<file path="src/rtl/brk_seq_pkg.sv">
package brk_seq_pkg;
  typedef enum logic [2:0] {
    ST_IDLE,
    ST_PUSH_HI,
    ST_PUSH_LO,
    ST_PUSH_ST,
    ST_VEC_A,
    ST_VEC_B,
    ST_JUMP,
    ST_FETCH
  } seq_st_e;

  function automatic logic is_push(input seq_st_e s);
    return (s == ST_PUSH_HI) || (s == ST_PUSH_LO) || (s == ST_PUSH_ST);
  endfunction
endpackage

</file>
<file path="src/rtl/brk_seq_ctrl.sv">
module brk_seq_ctrl
  import brk_seq_pkg::*;
(
  input  logic    clk,
  input  logic    rst,
  input  logic    brk_req,
  output seq_st_e st,
  output logic    accept
);
  seq_st_e st_nx;

  assign accept = (st == ST_IDLE) && brk_req;

  always_comb begin
    st_nx = st;
    case (st)
      ST_IDLE:    if (brk_req) st_nx = ST_PUSH_HI;
      ST_PUSH_HI: st_nx = ST_PUSH_LO;
      ST_PUSH_LO: st_nx = ST_PUSH_ST;
      ST_PUSH_ST: st_nx = ST_VEC_A;
      ST_VEC_A:   st_nx = ST_VEC_B;
      ST_VEC_B:   st_nx = ST_JUMP;
      ST_JUMP:    st_nx = ST_FETCH;
      ST_FETCH:   st_nx = ST_IDLE;
      default:    st_nx = ST_IDLE;
    endcase
  end

  always_ff @(posedge clk) begin
    if (rst) st <= ST_PUSH_HI;
    else     st <= st_nx;
  end
endmodule

</file>
<file path="src/rtl/brk_seq_regs.sv">
module brk_seq_regs
  import brk_seq_pkg::*;
#(
  parameter int          DW         = 16,
  parameter int          SW         = 16,
  parameter int          SELW       = 4,
  parameter int          SEL_LSB    = 8,
  parameter logic [15:0] RST_OPCODE = 16'h0100,
  parameter logic [15:0] SP_RESET   = 16'h0001,
  parameter logic [31:0] PC_RESET   = 32'h0000_0000
) (
  input  logic            clk,
  input  logic            rst,
  input  seq_st_e         st,
  input  logic            accept,
  input  logic [SELW-1:0] brk_sel,
  input  logic [DW-1:0]   mem_rdata,
  output logic [2*DW-1:0] pc,
  output logic [SW-1:0]   sp,
  output logic [2*DW-1:0] oar,
  output logic [DW-1:0]   opcode,
  output logic [SELW-1:0] vsel,
  output logic            hold
);
  localparam int AW = 2 * DW;

  always_ff @(posedge clk) begin
    if (rst) begin
      pc     <= AW'(PC_RESET);
      sp     <= SW'(SP_RESET);
      oar    <= '0;
      opcode <= DW'(RST_OPCODE);
      vsel   <= RST_OPCODE[SEL_LSB +: SELW];
      hold   <= 1'b1;
    end else begin
      case (st)
        ST_IDLE:  if (accept) vsel <= brk_sel;
        ST_PUSH_HI, ST_PUSH_LO, ST_PUSH_ST: sp <= sp - SW'(1);
        ST_VEC_A: oar <= {{DW{1'b0}}, mem_rdata};
        ST_VEC_B: oar <= {oar[DW-1:0], mem_rdata};
        ST_JUMP:  pc  <= oar;
        ST_FETCH: begin
          opcode <= mem_rdata;
          pc     <= pc + AW'(1);
          hold   <= 1'b0;
        end
        default: ;
      endcase
    end
  end
endmodule

</file>
<file path="src/rtl/brk_seq_bus.sv">
module brk_seq_bus
  import brk_seq_pkg::*;
#(
  parameter int          DW       = 16,
  parameter int          SW       = 16,
  parameter int          SELW     = 4,
  parameter logic [15:0] VEC_BASE = 16'hFFFE
) (
  input  seq_st_e         st,
  input  logic [2*DW-1:0] pc,
  input  logic [SW-1:0]   sp,
  input  logic [2*DW-1:0] oar,
  input  logic [SELW-1:0] vsel,
  input  logic            hold,
  input  logic [DW-1:0]   status_in,
  output logic [2*DW-1:0] mem_addr,
  output logic [DW-1:0]   mem_wdata,
  output logic            mem_we
);
  localparam int AW = 2 * DW;
  logic [DW-1:0] vec_lo;

  assign vec_lo = DW'(VEC_BASE) - (DW'(vsel) << 1);

  always_comb begin
    mem_addr  = pc;
    mem_wdata = '0;
    mem_we    = 1'b0;
    if (is_push(st)) begin
      mem_addr = AW'(sp);
      mem_we   = !hold;
    end
    case (st)
      ST_PUSH_HI: mem_wdata = pc[AW-1:DW];
      ST_PUSH_LO: mem_wdata = pc[DW-1:0];
      ST_PUSH_ST: mem_wdata = status_in;
      ST_VEC_A:   mem_addr  = AW'(vec_lo);
      ST_VEC_B:   mem_addr  = AW'(vec_lo) + AW'(1);
      ST_JUMP:    mem_addr  = oar;
      default: ;
    endcase
  end
endmodule

</file>
<file path="src/rtl/brk_entry_seq.sv">
module brk_entry_seq
  import brk_seq_pkg::*;
#(
  parameter int          DW         = 16,
  parameter int          SW         = 16,
  parameter int          SELW       = 4,
  parameter int          SEL_LSB    = 8,
  parameter logic [15:0] VEC_BASE   = 16'hFFFE,
  parameter logic [15:0] RST_OPCODE = 16'h0100,
  parameter logic [15:0] SP_RESET   = 16'h0001,
  parameter logic [31:0] PC_RESET   = 32'h0000_0000
) (
  input  logic            clk,
  input  logic            rst,
  input  logic            brk_req,
  input  logic [SELW-1:0] brk_sel,
  input  logic [DW-1:0]   status_in,
  input  logic [DW-1:0]   mem_rdata,
  output logic [2*DW-1:0] mem_addr,
  output logic [DW-1:0]   mem_wdata,
  output logic            mem_we,
  output logic [2*DW-1:0] pc,
  output logic [SW-1:0]   sp,
  output logic [DW-1:0]   opcode,
  output logic            wr_hold,
  output logic            busy
);
  localparam int AW = 2 * DW;

  seq_st_e         seq_st;
  logic            accept;
  logic [AW-1:0]   oar;
  logic [SELW-1:0] vsel;

  brk_seq_ctrl u_ctrl (
    .clk(clk), .rst(rst), .brk_req(brk_req), .st(seq_st), .accept(accept)
  );

  brk_seq_regs #(
    .DW(DW), .SW(SW), .SELW(SELW), .SEL_LSB(SEL_LSB),
    .RST_OPCODE(RST_OPCODE), .SP_RESET(SP_RESET), .PC_RESET(PC_RESET)
  ) u_regs (
    .clk(clk), .rst(rst), .st(seq_st), .accept(accept), .brk_sel(brk_sel),
    .mem_rdata(mem_rdata), .pc(pc), .sp(sp), .oar(oar), .opcode(opcode),
    .vsel(vsel), .hold(wr_hold)
  );

  brk_seq_bus #(
    .DW(DW), .SW(SW), .SELW(SELW), .VEC_BASE(VEC_BASE)
  ) u_bus (
    .st(seq_st), .pc(pc), .sp(sp), .oar(oar), .vsel(vsel), .hold(wr_hold),
    .status_in(status_in), .mem_addr(mem_addr), .mem_wdata(mem_wdata),
    .mem_we(mem_we)
  );

  assign busy = (seq_st != ST_IDLE);
endmodule

</file>
<file path="config.mk">
export PLATFORM = sky130hd
export DESIGN_NAME = brk_entry_seq
export DESIGN_NICKNAME = d
export VERILOG_FILES = /design/src/rtl/brk_seq_pkg.sv /design/src/rtl/brk_seq_ctrl.sv /design/src/rtl/brk_seq_regs.sv /design/src/rtl/brk_seq_bus.sv /design/src/rtl/brk_entry_seq.sv
export SDC_FILE = /design/constraint.sdc
export NUM_CORES = 1
export LEC_CHECK = 0
export ABC_AREA = 1
export ABC_CLOCK_PERIOD_IN_PS = 3360
export BUFFER_PORTS_ARGS = -buffer_cell sky130_fd_sc_hd__buf_2
export CAP_MARGIN = 20
export CORE_ASPECT_RATIO = 1.4
export CORE_UTILIZATION = 49
export CTS_BUF_LIST = sky130_fd_sc_hd__clkbuf_16
export DETAILED_ROUTE_END_ITERATION = 16
export PLACE_DENSITY = 0.75
export SLEW_MARGIN = 5
export SYNTH_ARGS = -nofsm -noshare
export SYNTH_HDL_FRONTEND = slang
export SYNTH_SLANG_ARGS = --single-unit
</file>
<file path="constraint.sdc">
create_clock -name clk -period 3.36 [get_ports clk]
set_input_delay 0.672 -clock clk [delete_from_list [all_inputs] [get_ports clk]]
set_output_delay 0.672 -clock clk [all_outputs]
set_load 0.01 [all_outputs]
</file>
Word level (Yosys, flattened, before mapping)
Cells that the tools add are included.
{"block": "classes", "addsub": 4, "eq_ne": 8, "mux": 8, "reduce_logical": 10}
{"cell": "case mux 32 bit (2 select lines)", "n": 2}
{"cell": "case mux 32 bit (3 select lines)", "n": 1}
{"cell": "case mux 16 bit (3 select lines)", "n": 1}
{"cell": "adder 32 x 1 -> 32 bit, second input constant", "n": 1}
{"cell": "two-way mux 32 bit", "n": 1}
{"cell": "case mux 3 bit (8 select lines)", "n": 1}
{"cell": "adder 16 x 1 -> 17 bit, second input constant", "n": 1}
{"cell": "subtractor 16 x 1 -> 16 bit, second input constant", "n": 1}
{"cell": "== test 3 bit, second input constant", "n": 4}
{"cell": "subtractor 2 x 6 -> 7 bit, first input constant", "n": 1}
{"cell": "== test 3 x 2 -> 1 bit, second input constant", "n": 2}
{"cell": "nonzero test 2 bit", "n": 2}
{"cell": "== test 3 x 1 -> 1 bit, second input constant", "n": 1}
{"cell": "zero test 3 bit", "n": 1}
{"cell": "two-way mux 3 bit", "n": 1}
{"cell": "nonzero test 3 bit", "n": 1}
{"cell": "OR reduction 3 bit", "n": 1}
{"cell": "logical OR 1 bit", "n": 2}
{"cell": "!= test 2 bit, second input constant", "n": 1}
{"cell": "AND reduction 2 bit", "n": 1}
{"cell": "logical AND 1 bit", "n": 1}
{"cell": "zero test 1 bit", "n": 1}
{"cell": "two-way mux 1 bit", "n": 1}
{"block": "totals", "register_bits": 104, "input_bits": 39, "output_inout_bits": 115, "elab_cells": 37}

Logic depth before layout (Yosys ltp)
Gate-level depths: netlist of run 1.
{"block": "depth", "ltp_word": 5, "mapped_depth": 10, "mapped_depth_nobuf": 10}

Cells and area by module
A second synthesis of run 1 with hierarchy kept.
{"block": "unflattened", "hier_cells": 992, "hier_area_um2": 6124.6}
{"module": "brk_seq_regs", "instances": 1, "cells_each": 735, "area_each_um2": 4880.9, "seq_area_each_um2": 2021.9}
{"module": "brk_seq_bus", "instances": 1, "cells_each": 235, "area_each_um2": 1106.1, "seq_area_each_um2": 0.0}
{"module": "brk_seq_ctrl", "instances": 1, "cells_each": 19, "area_each_um2": 126.4, "seq_area_each_um2": 60.1}
{"module": "brk_entry_seq", "instances": 1, "cells_each": 3, "area_each_um2": 11.3, "seq_area_each_um2": 0.0}

Worst setup path before layout of run 1
No wires, ideal clock.
{"block": "synth_path", "kind": "reg-to-output", "start": "reg u_ctrl.st[0]", "end": "out mem_addr[17]", "arrival_time_ns": 1.364, "t_required_ns": 2.688, "slack_ns": 1.324, "stages_incl_launch_ff": 8, "n_path_buf": 2, "cell_sequence": "dfxtp_1 -> buf_2 -> nor2_2 -> nand2_1 -> nand2_1 -> inv_2 -> buf_2 -> o22ai_1"}
{"block": "synth_between", "elab_chain_cells": 5, "elab_cells_between_ends": 10, "cone_classes": "6 x eq/ne; 2 x mux; 2 x reduce/logical"}
{"item": "start, declared", "line": "brk_seq_ctrl.sv:7", "rtl": "output seq_st_e st,"}
{"item": "start signal, assigned", "line": "brk_seq_ctrl.sv:31", "rtl": "else st <= st_nx;"}
{"item": "== test 3 x 1 -> 1 bit or == test 3 x 2 -> 1 bit (tied branches)", "line": "brk_seq_pkg.sv:14", "rtl": "return (s == ST_PUSH_HI) || (s == ST_PUSH_LO) || (s == ST_PUSH_ST);"}
{"item": "logical OR 1 bit (2 in series)", "line": "brk_seq_pkg.sv:14"}
{"item": "two-way mux 32 bit", "line": "brk_seq_bus.sv:29", "rtl": "if (is_push(st)) begin"}
{"item": "case mux 32 bit (3 select lines) *", "line": "brk_seq_bus.sv:33", "rtl": "case (st)"}
{"item": "end, declared", "line": "brk_entry_seq.sv:19", "rtl": "output logic [2*DW-1:0] mem_addr,"}
Every way passes the cells marked *; elsewhere a longest branch is shown, timed or not.

Worst setup path in the final report of run 1
{"block": "layout_path", "start": "reg u_ctrl.st[2]", "end": "out mem_addr[22]"}
The elaborated chain is that of the path after synthesis.

==> metrics.md, run 1 <==
| Metric | Value |
|---|---|
| Setup Buffers After CTS | `0` |
| Crit-path max FO | `35` |
| IO Count | `~150` |
| Root buf cell | `clkbuf_16` |
| Cell Pwr Density | `441.6 nW/um^2` |
| Initial DRT Pass Iterations | `5` |
| Final Slew Violations | `0` |
| Total net switching power | `between 0.9 and 1 mW` |
| Post-synth EDFFs | `0` |
| Comb pwr share | `0.212` |
| CP startpoint kind | `register` |
| Filler Cells Inserted | `roughly 1100` |
| Cell Area, Synth | `5728 um^2` |
| R2R cell count | `8` |
| YS warnings | `0` |
| Worst skew pair latency | `0.35 ns` |
| First-pass GRT wire length | `between 30000 and 40000 um` |
| Yosys top cell by area | `dfxtp_1` |
| Setup TNS | `0 ns` |
| Vias | `6648` |
| Worst Hold Class | `register to register` |
| Site Rows | `46` |
| H-tree Lvls | `3` |
| R2r endpoint | `u_regs.pc[6]` |
| Int Power | `2.024 mW` |
| ANT cells | `0` |
| Seq cells post-synth | `104` |
| Leakage | `between 2 and 3 nW` |
| Sequential fraction of the synthesis area | `0.3635` |
| CTS tree | `yes` |
| Sw frac | `0.3273` |
| Post-route ant nets | `0` |
| Final Wtd Congestion | `0.9628` |
| R2R Path Start | `u_ctrl.st[2]` |
| Worst Clk Skew | `0.006487 ns` |
| DIE HEIGHT | `129.9 um` |
| CTS buffer count | `9` |
| Arrival time at the worst endpoint | `2.48 ns` |
| Total grt overflow | `0` |
| Core Area | `11340 um^2` |
| Vias in the first global route | `5963` |
| Cell count after synthesis | `~890` |
| DRC | `0` |
| Syn Nets | `935` |
| Port bufs | `153` |
| NumNets Final | `roughly 1100` |
| Via density | `5.672` |
| Largest net degree at the start of global routing | `56` |
| Clock-pin slew on the worst setup and hold paths | `0.07 ns` |
| Post-CTS Resized | `0` |
| GR Util All Layers | `0.3240` |
| Async SR Flop Fraction | `0` |
| Avg WL per Cell | `16.67 um` |
| Worst path required time | `2.69 ns` |
| RSZ-0062 raised after global routing | `false` |
| R2r setup slk | `1.12 ns` |
| Clock Path Buffers | `2` |
| Final setup violation count | `0` |
| Top area cells in the synthesized netlist | `dfxtp_1 (36%), nand2_1 (13%), nor2_1 (8.1%), a21oi_1 (6.6%), o21ai_0 (6.1%)` |
| Iteration-0 DRC Markers | `578` |
| Top cell type's share of synthesized area | `0.3635` |
| Source of the critical timing path | `u_ctrl.st[2]` |
| Final Cycle Share | `0.9388` |
| CP endpoint kind | `primary output` |
| Max Cap Violations | `0` |
| Post-synth top flop | `dfxtp_1` |
| Final hold violations | `0` |
| Max IR drop VDD | `341.4 uV` |
| Drt total wl | `19530 um` |
| Fmax | `317.0 MHz` |
| Initial antenna violation count | `0` |
| WHS | `0.4639 ns` |
| Initial Utilization | `0.5052` |
| Outcome | `finished, final reports clean` |
| Die ar. | `between 10000 and 15000 um^2` |
| Hold_buf cts | `0` |
| Headroom to the max-slew limit | `0.4863` |
| DP HPWL | `14170 um` |
| Synth Area per Inst | `approximately 6.4 um^2` |
| Least-Margin Pin Slew | `0.7698 ns` |
| Clock Sinks | `104` |
| Synth unique cells | `36` |
| Layout cells sized above 1 | `0.1975` |
| Critical Path End | `mem_addr[22]` |
| Area grow syn2layout | `18.94%` |
| Minimum clock period | `3.154 ns` |
| Sequential power share | `0.460` |
| Crit Path Category | `register to primary output` |
| Chip Width | `93.38 um` |
| Clock share of power | `0.328` |
==> worst min-delay path by stage <==
stage / from / end / slack [ns] / depth (start not counted)
after detailed placement: u_regs.opcode[8] / u_regs.opcode[8] / 0.44 / 2
after global placement: u_regs.opcode[8] / u_regs.opcode[8] / 0.43 / 2
after global routing: u_regs.oar[23] / u_regs.oar[23] / 0.48 / 2
after floorplan: u_regs.vsel[0] / u_regs.vsel[0] / 0.44 / 2
final: u_regs.opcode[8] / u_regs.opcode[8] / 0.46 / 2
after CTS: u_regs.opcode[8] / u_regs.opcode[8] / 0.46 / 2
==> cell usage after synthesis (6+ instances only) <==
cell,number
o221ai_1,6
inv_1,93
dfxtp_1,104
a21oi_1,76
nor2_1,124
o211ai_1,8
a22oi_1,13
nand3_1,62
nor3_1,13
nand2_1,203
a31oi_1,12
o22ai_1,18
clkbuf_1,22
o21ai_0,70
buf_2,16
inv_2,6
==> registers in the layout, indices dropped and copies added (netlist names) <==
| name | flops |
|---|---|
| u_regs.pc | 32 |
| u_regs.vsel | 4 |
| u_regs.hold | 1 |
| u_regs.sp | 16 |
| u_regs.opcode | 16 |
| u_ctrl.st | 3 |
| u_regs.oar | 32 |
==> worst max-delay path, stage by stage (launching register included) <==
cell and delay (ns):
dfxtp_1 0.50, nand2_2 0.24, inv_4 0.26, nand2_4 0.30, inv_2 0.39, nand2_1 0.14, o21ai_0 0.13, buf_2 0.17
==> stage by stage <==
stage	utilization	total power [mW]	setup WS (ns)	instances	area, um^2
floorplan	-	1.796	1.324	894	5728
CTS	0.6009	3.006	0.2379	1172	6813
finish	0.6009	3.009	0.2058	1172	6813
detailed placement	0.5769	2.034	0.6165	1156	6541
global placement	0.5769	2.028	0.6758	1156	6541
global route	0.6009	3.143	0.04704	1172	6813
==> layout make-up <==
cell class	instances	area [um^2]	area share
Clock buffer	9	225.2	0.03306
Clock inverter	7	46.29	0.006795
Inverter	100	377.9	0.05546
Multi-Input combinational cell	646	3068	0.4503
Sequential cell	104	2082	0.3056
Tap cell	144	180.2	0.02645
Timing Repair Buffer	162	833.3	0.1223
==> cell usage in the layout, fill, tap and decap left out <==
cell	synthesis	final
nor3_2	2	2
inv_2	6	6
clkinv_2	0	2
nor4_2	1	1
buf_2	16	153
nand2_1	203	203
nand2_4	1	1
nor2_4	5	5
nor2_1	124	124
a31oi_1	12	12
o21ai_0	70	70
ha_1	2	2
o21ai_1	1	1
inv_4	1	1
dfxtp_1	104	104
o211ai_1	8	8
o21a_1	2	2
nand3_1	62	62
a32oi_1	4	4
a211oi_1	2	2
nand2_2	4	4
a21oi_1	76	76
o22ai_1	18	18
nor3_1	13	13
o31ai_1	2	2
a22oi_1	13	13
o221ai_1	6	6
o21bai_1	1	1
inv_1	93	94
clkbuf_16	0	9
clkinvlp_4	0	2
nor4_1	3	3
nand4_1	4	4
a221oi_1	1	1
buf_4	4	9
nand3_2	1	1
inv_6	0	2
nor2_2	5	5
==> power by group through the flow <==
stage,Sequential (mW),Combinational (mW),Clock (mW)
after global routing,1.39,0.706,1.05
after CTS,1.38,0.629,0.996
final,1.38,0.637,0.988
after floorplan,1.40,0.395,0
after detailed placement,1.41,0.626,0
after global placement,1.41,0.621,0
==> metal layers <==
metal / vias up / global-route usage / wire length, um
met2: 374 / 0.5294 / 9055
met4: 0 / 0.2027 / 1058
li1: 3226 / - / -
met5: - / 0 / 0
met3: 68 / 0.04895 / 1674
met1: 2980 / 0.3999 / 7744
==> logic make-up (layout without fill, tap and decap cells) <==
group / Yosys count / count (layout) / share of synthesized area
compound gates: 216 / 216 / 0.2147
fa+ha+maj: 2 / 2 / 0.004368
buf+inv: 144 / 278 / 0.1009
flops: 104 / 104 / 0.3635
simple gates: 428 / 428 / 0.3165
No activity file was read; power rests on OpenSTA's default activity.
==> inputs of run 2 (changes only) <==
ABC_CLOCK_PERIOD_IN_PS = 2800   (was 3360)
CORE_UTILIZATION = 48   (was 49)
PLACE_DENSITY = 0.77   (was 0.75)
clock period = 2.8 ns   (was 3.36 ns; I/O delays follow)
==> run 2 against run 1 <==
Against the previous run:
- critical path type unchanged
- total power rose by 25%
- critical endpoint is now mem_addr[10]
- setup slack got worse by 0.077 ns
- first-iteration DRC count fell by 2.2%
- hold slack got worse by 0.040 ns
- clock skew rose by 0.0033 ns
- global-route usage fell by 0.34 points
- highest routed layer unchanged
- die area rose by 2.0%
- clock-buffer cell count did not move
- critical path depth did not move
- sequential share of layout area fell by 0.35 points
==> metrics.md, run 2 (synthesis gave the netlist of run 1 again) <==
| Metric | Value |
|---|---|
| RSZ-0062 raised after global routing | `false (unchanged)` |
| Iteration-0 DRC Markers | `565 (was 578)` |
| Clock Path Buffers | `2 (unchanged)` |
| WHS | `0.4236 ns (was 0.4639 ns)` |
| Largest net degree at the start of global routing | `56 (unchanged)` |
| Layout cells sized above 1 | `0.2008 (was 0.1975)` |
| Dpl ws | `0.4521 ns (was 0.6165 ns)` |
| Core Area | `11450 um^2 (was 11340 um^2)` |
| Final Cycle Share | `0.9539` |
| Port bufs | `153 (unchanged)` |
| R2r setup slk | `0.78 ns (was 1.12 ns)` |
| Outcome | `finished, final reports clean (unchanged)` |
| Cell Pwr Density | `545.1 nW/um^2 (was 441.6 nW/um^2)` |
| Largest regs | `u_regs.oar (32), u_regs.pc (32) (unchanged)` |
| Least-Margin Pin Slew | `0.7730 ns (was 0.7698 ns)` |
| Worst path required time | `2.24 ns (was 2.69 ns)` |
| GR Util All Layers | `0.3206 (was 0.3240)` |
| Final worst slack | `0.1290 ns (was 0.2058 ns)` |
| ANT cells | `0 (unchanged)` |
| Crit-path cells | `nand2_2 -> inv_4 -> nand2_8 -> inv_2 -> buf_4 -> a32oi_1 -> buf_2 (was nand2_2 -> inv_4 -> nand2_4 -> inv_2 -> nand2_1 -> o21ai_0 -> buf_2)` |
| Hold Path End | `u_regs.vsel[0] (was u_regs.opcode[8])` |
| CTS buffer count | `9 (unchanged)` |
| Hold Startpoint | `brk_sel[0] (was u_regs.opcode[8])` |
| Worst path max stage delay | `0.51 ns (was 0.50 ns)` |
| Worst Hold Class | `input port to register (was register to register)` |
| Placed Cells | `1159 (was 1156)` |
| DP HPWL | `14510 um (was 14170 um)` |
| Minimum clock period | `2.671 ns` |
| Util after Layout | `0.6017 (was 0.6009)` |
| CP startpoint kind | `register (unchanged)` |
| Drt total wl | `19730 um (was 19530 um)` |
| Arrival time at the worst endpoint | `2.11 ns (was 2.48 ns)` |
| Via density | `5.706 (was 5.672)` |
| DRC | `0 (unchanged)` |
| DIE HEIGHT | `131.3 um (was 129.9 um)` |
| Crit-path max FO | `35 (unchanged)` |
| Post-layout total power | `3.757 mW (was 3.009 mW)` |
| H-tree Lvls | `3 (unchanged)` |
| Root buf cell | `clkbuf_16 (unchanged)` |
| Layout Cells excl Fill | `1175 (was 1172)` |
| Worst Clk Skew | `0.009799 ns (was 0.006487 ns)` |
| Hold_buf cts | `0 (unchanged)` |
| Clock-pin slew on the worst setup and hold paths | `0.08 ns (was 0.07 ns)` |
| Final setup violation count | `0 (unchanged)` |
| Final Wtd Congestion | `0.9869 (was 0.9628)` |
| Filler Cells Inserted | `1154 (was 1145)` |
| Setup TNS | `0 ns (unchanged)` |
| Crit-path leading delay family | `buffers and inverters (unchanged)` |
| R2r endpoint | `u_regs.pc[6] (unchanged)` |
| CP endpoint kind | `primary output (unchanged)` |
| Final non-filler cell area | `6892 um^2 (was 6813 um^2)` |
| Vias | `6705 (was 6648)` |
| Worst skew pair latency | `0.36 ns (was 0.35 ns)` |
| Fmax | `~370 MHz` |
| CP Buf/Inv Count | `4 (was 3)` |
| Vias in the first global route | `6038 (was 5963)` |
| Site Rows | `46 (unchanged)` |
| Initial DRT Pass Iterations | `7 (was 5)` |
| Headroom to the max-slew limit | `0.4841 (was 0.4863)` |
| Total grt overflow | `0 (unchanged)` |
| Leakage | `2.840 nW (was 2.814 nW)` |
| NumNets Final | `1067 (was 1064)` |
| Placed inst area | `6564 um^2 (was 6541 um^2)` |
| Post-route ant nets | `0 (unchanged)` |
| Hold path depth | `3 (was 2)` |
| Crit Path Category | `register to primary output (unchanged)` |
| Commonest non-fill, non-tap cell in the layout | `nand2_1 (unchanged)` |
| Clock Sinks | `104 (unchanged)` |
| CTS tree | `yes (unchanged)` |
| Final hold violations | `0 (unchanged)` |
| Area grow syn2layout | `20.31% (was 18.94%)` |
| Avg WL per Cell | `16.79 um (was 16.67 um)` |
| Final Slew Violations | `0 (unchanged)` |
| IO Count | `154 (unchanged)` |
| Max Cap Violations | `0 (unchanged)` |
| Max IR drop VDD | `391.2 uV (was 341.4 uV)` |
| First-pass GRT wire length | `30910 um (was 30300 um)` |
| Chip Width | `94.33 um (was 93.38 um)` |
| R2R Path Start | `u_ctrl.st[2] (unchanged)` |
| Die ar. | `12380 um^2 (was 12130 um^2)` |
| Slowest CP cell | `dfxtp_1 (unchanged)` |
| Most frequent cells in the layout | `nand2_1 (203), buf_2 (153), nor2_1 (124), dfxtp_1 (104), inv_1 (93) (was nand2_1 (203), buf_2 (153), nor2_1 (124), dfxtp_1 (104), inv_1 (94))` |
| Initial Utilization | `0.5001 (was 0.5052)` |
| R2R cell count | `9 (was 8)` |
| Initial antenna violation count | `0 (unchanged)` |
==> run 2: cell count changes in the layout (fill, tap and decap cells not counted), sizes merged <==
cell / delta
buf: +3
clkinv: +1
clkinvlp: -2
inv: +1
==> run 2: power by group <==
group | total (mW) | leakage [nW] | internal (mW) | switching, mW
logic | 0.767 | 1.84 | 0.267 | 0.500
registers | 1.66 | 0.844 | 1.56 | 0.0996
clock network | 1.33 | 0.154 | 0.652 | 0.677
==> run 2: final cells by class <==
class	count	area, um^2	share of cell area
well taps	144	180.2	0.02614
clock buffers	9	225.2	0.03268
inverters	100	377.9	0.05483
multi-input cells	646	3077	0.4464
repair buffers	165	855.8	0.1242
clock inverters	7	93.84	0.01362
flip-flops and latches	104	2082	0.3021
==> run 2: tightest hold or removal path, cell delays in order <==
cell,delay [ns]
buf_2,0.07
nand2_1,0.04
nand3_1,0.06
==> run 2: worst max-delay path by stage <==
stage / startpoint / endpoint / slack, ns / cells after the start
finish: u_ctrl.st[2] / mem_addr[10] / 0.13 / 7
floorplan: u_ctrl.st[0] / mem_addr[17] / 0.88 / 7
detailed placement: u_ctrl.st[2] / mem_addr[8] / 0.45 / 7
global placement: u_ctrl.st[2] / mem_addr[10] / 0.49 / 7
CTS: u_ctrl.st[2] / mem_addr[10] / 0.05 / 7
global route: u_ctrl.st[2] / mem_addr[10] / 0.03 / 7
==> run 2: per-layer routing <==
| layer | up-vias | GRT usage | wire length (um) |
|---|---|---|---|
| li1 | 3243 | - | - |
| met1 | 3008 | 0.4044 | 7869 |
| met2 | 386 | 0.5089 | 9156 |
| met3 | 68 | 0.05150 | 1632 |
| met4 | 0 | 0.1829 | 1072 |
| met5 | - | 0 | 0 |
==> run 2: timing repair <==
item	in CTS	in global routing
setup endpoints to repair	0	5
hold endpoints to repair	0	0
resized for setup	0	1
setup buffers	0	0
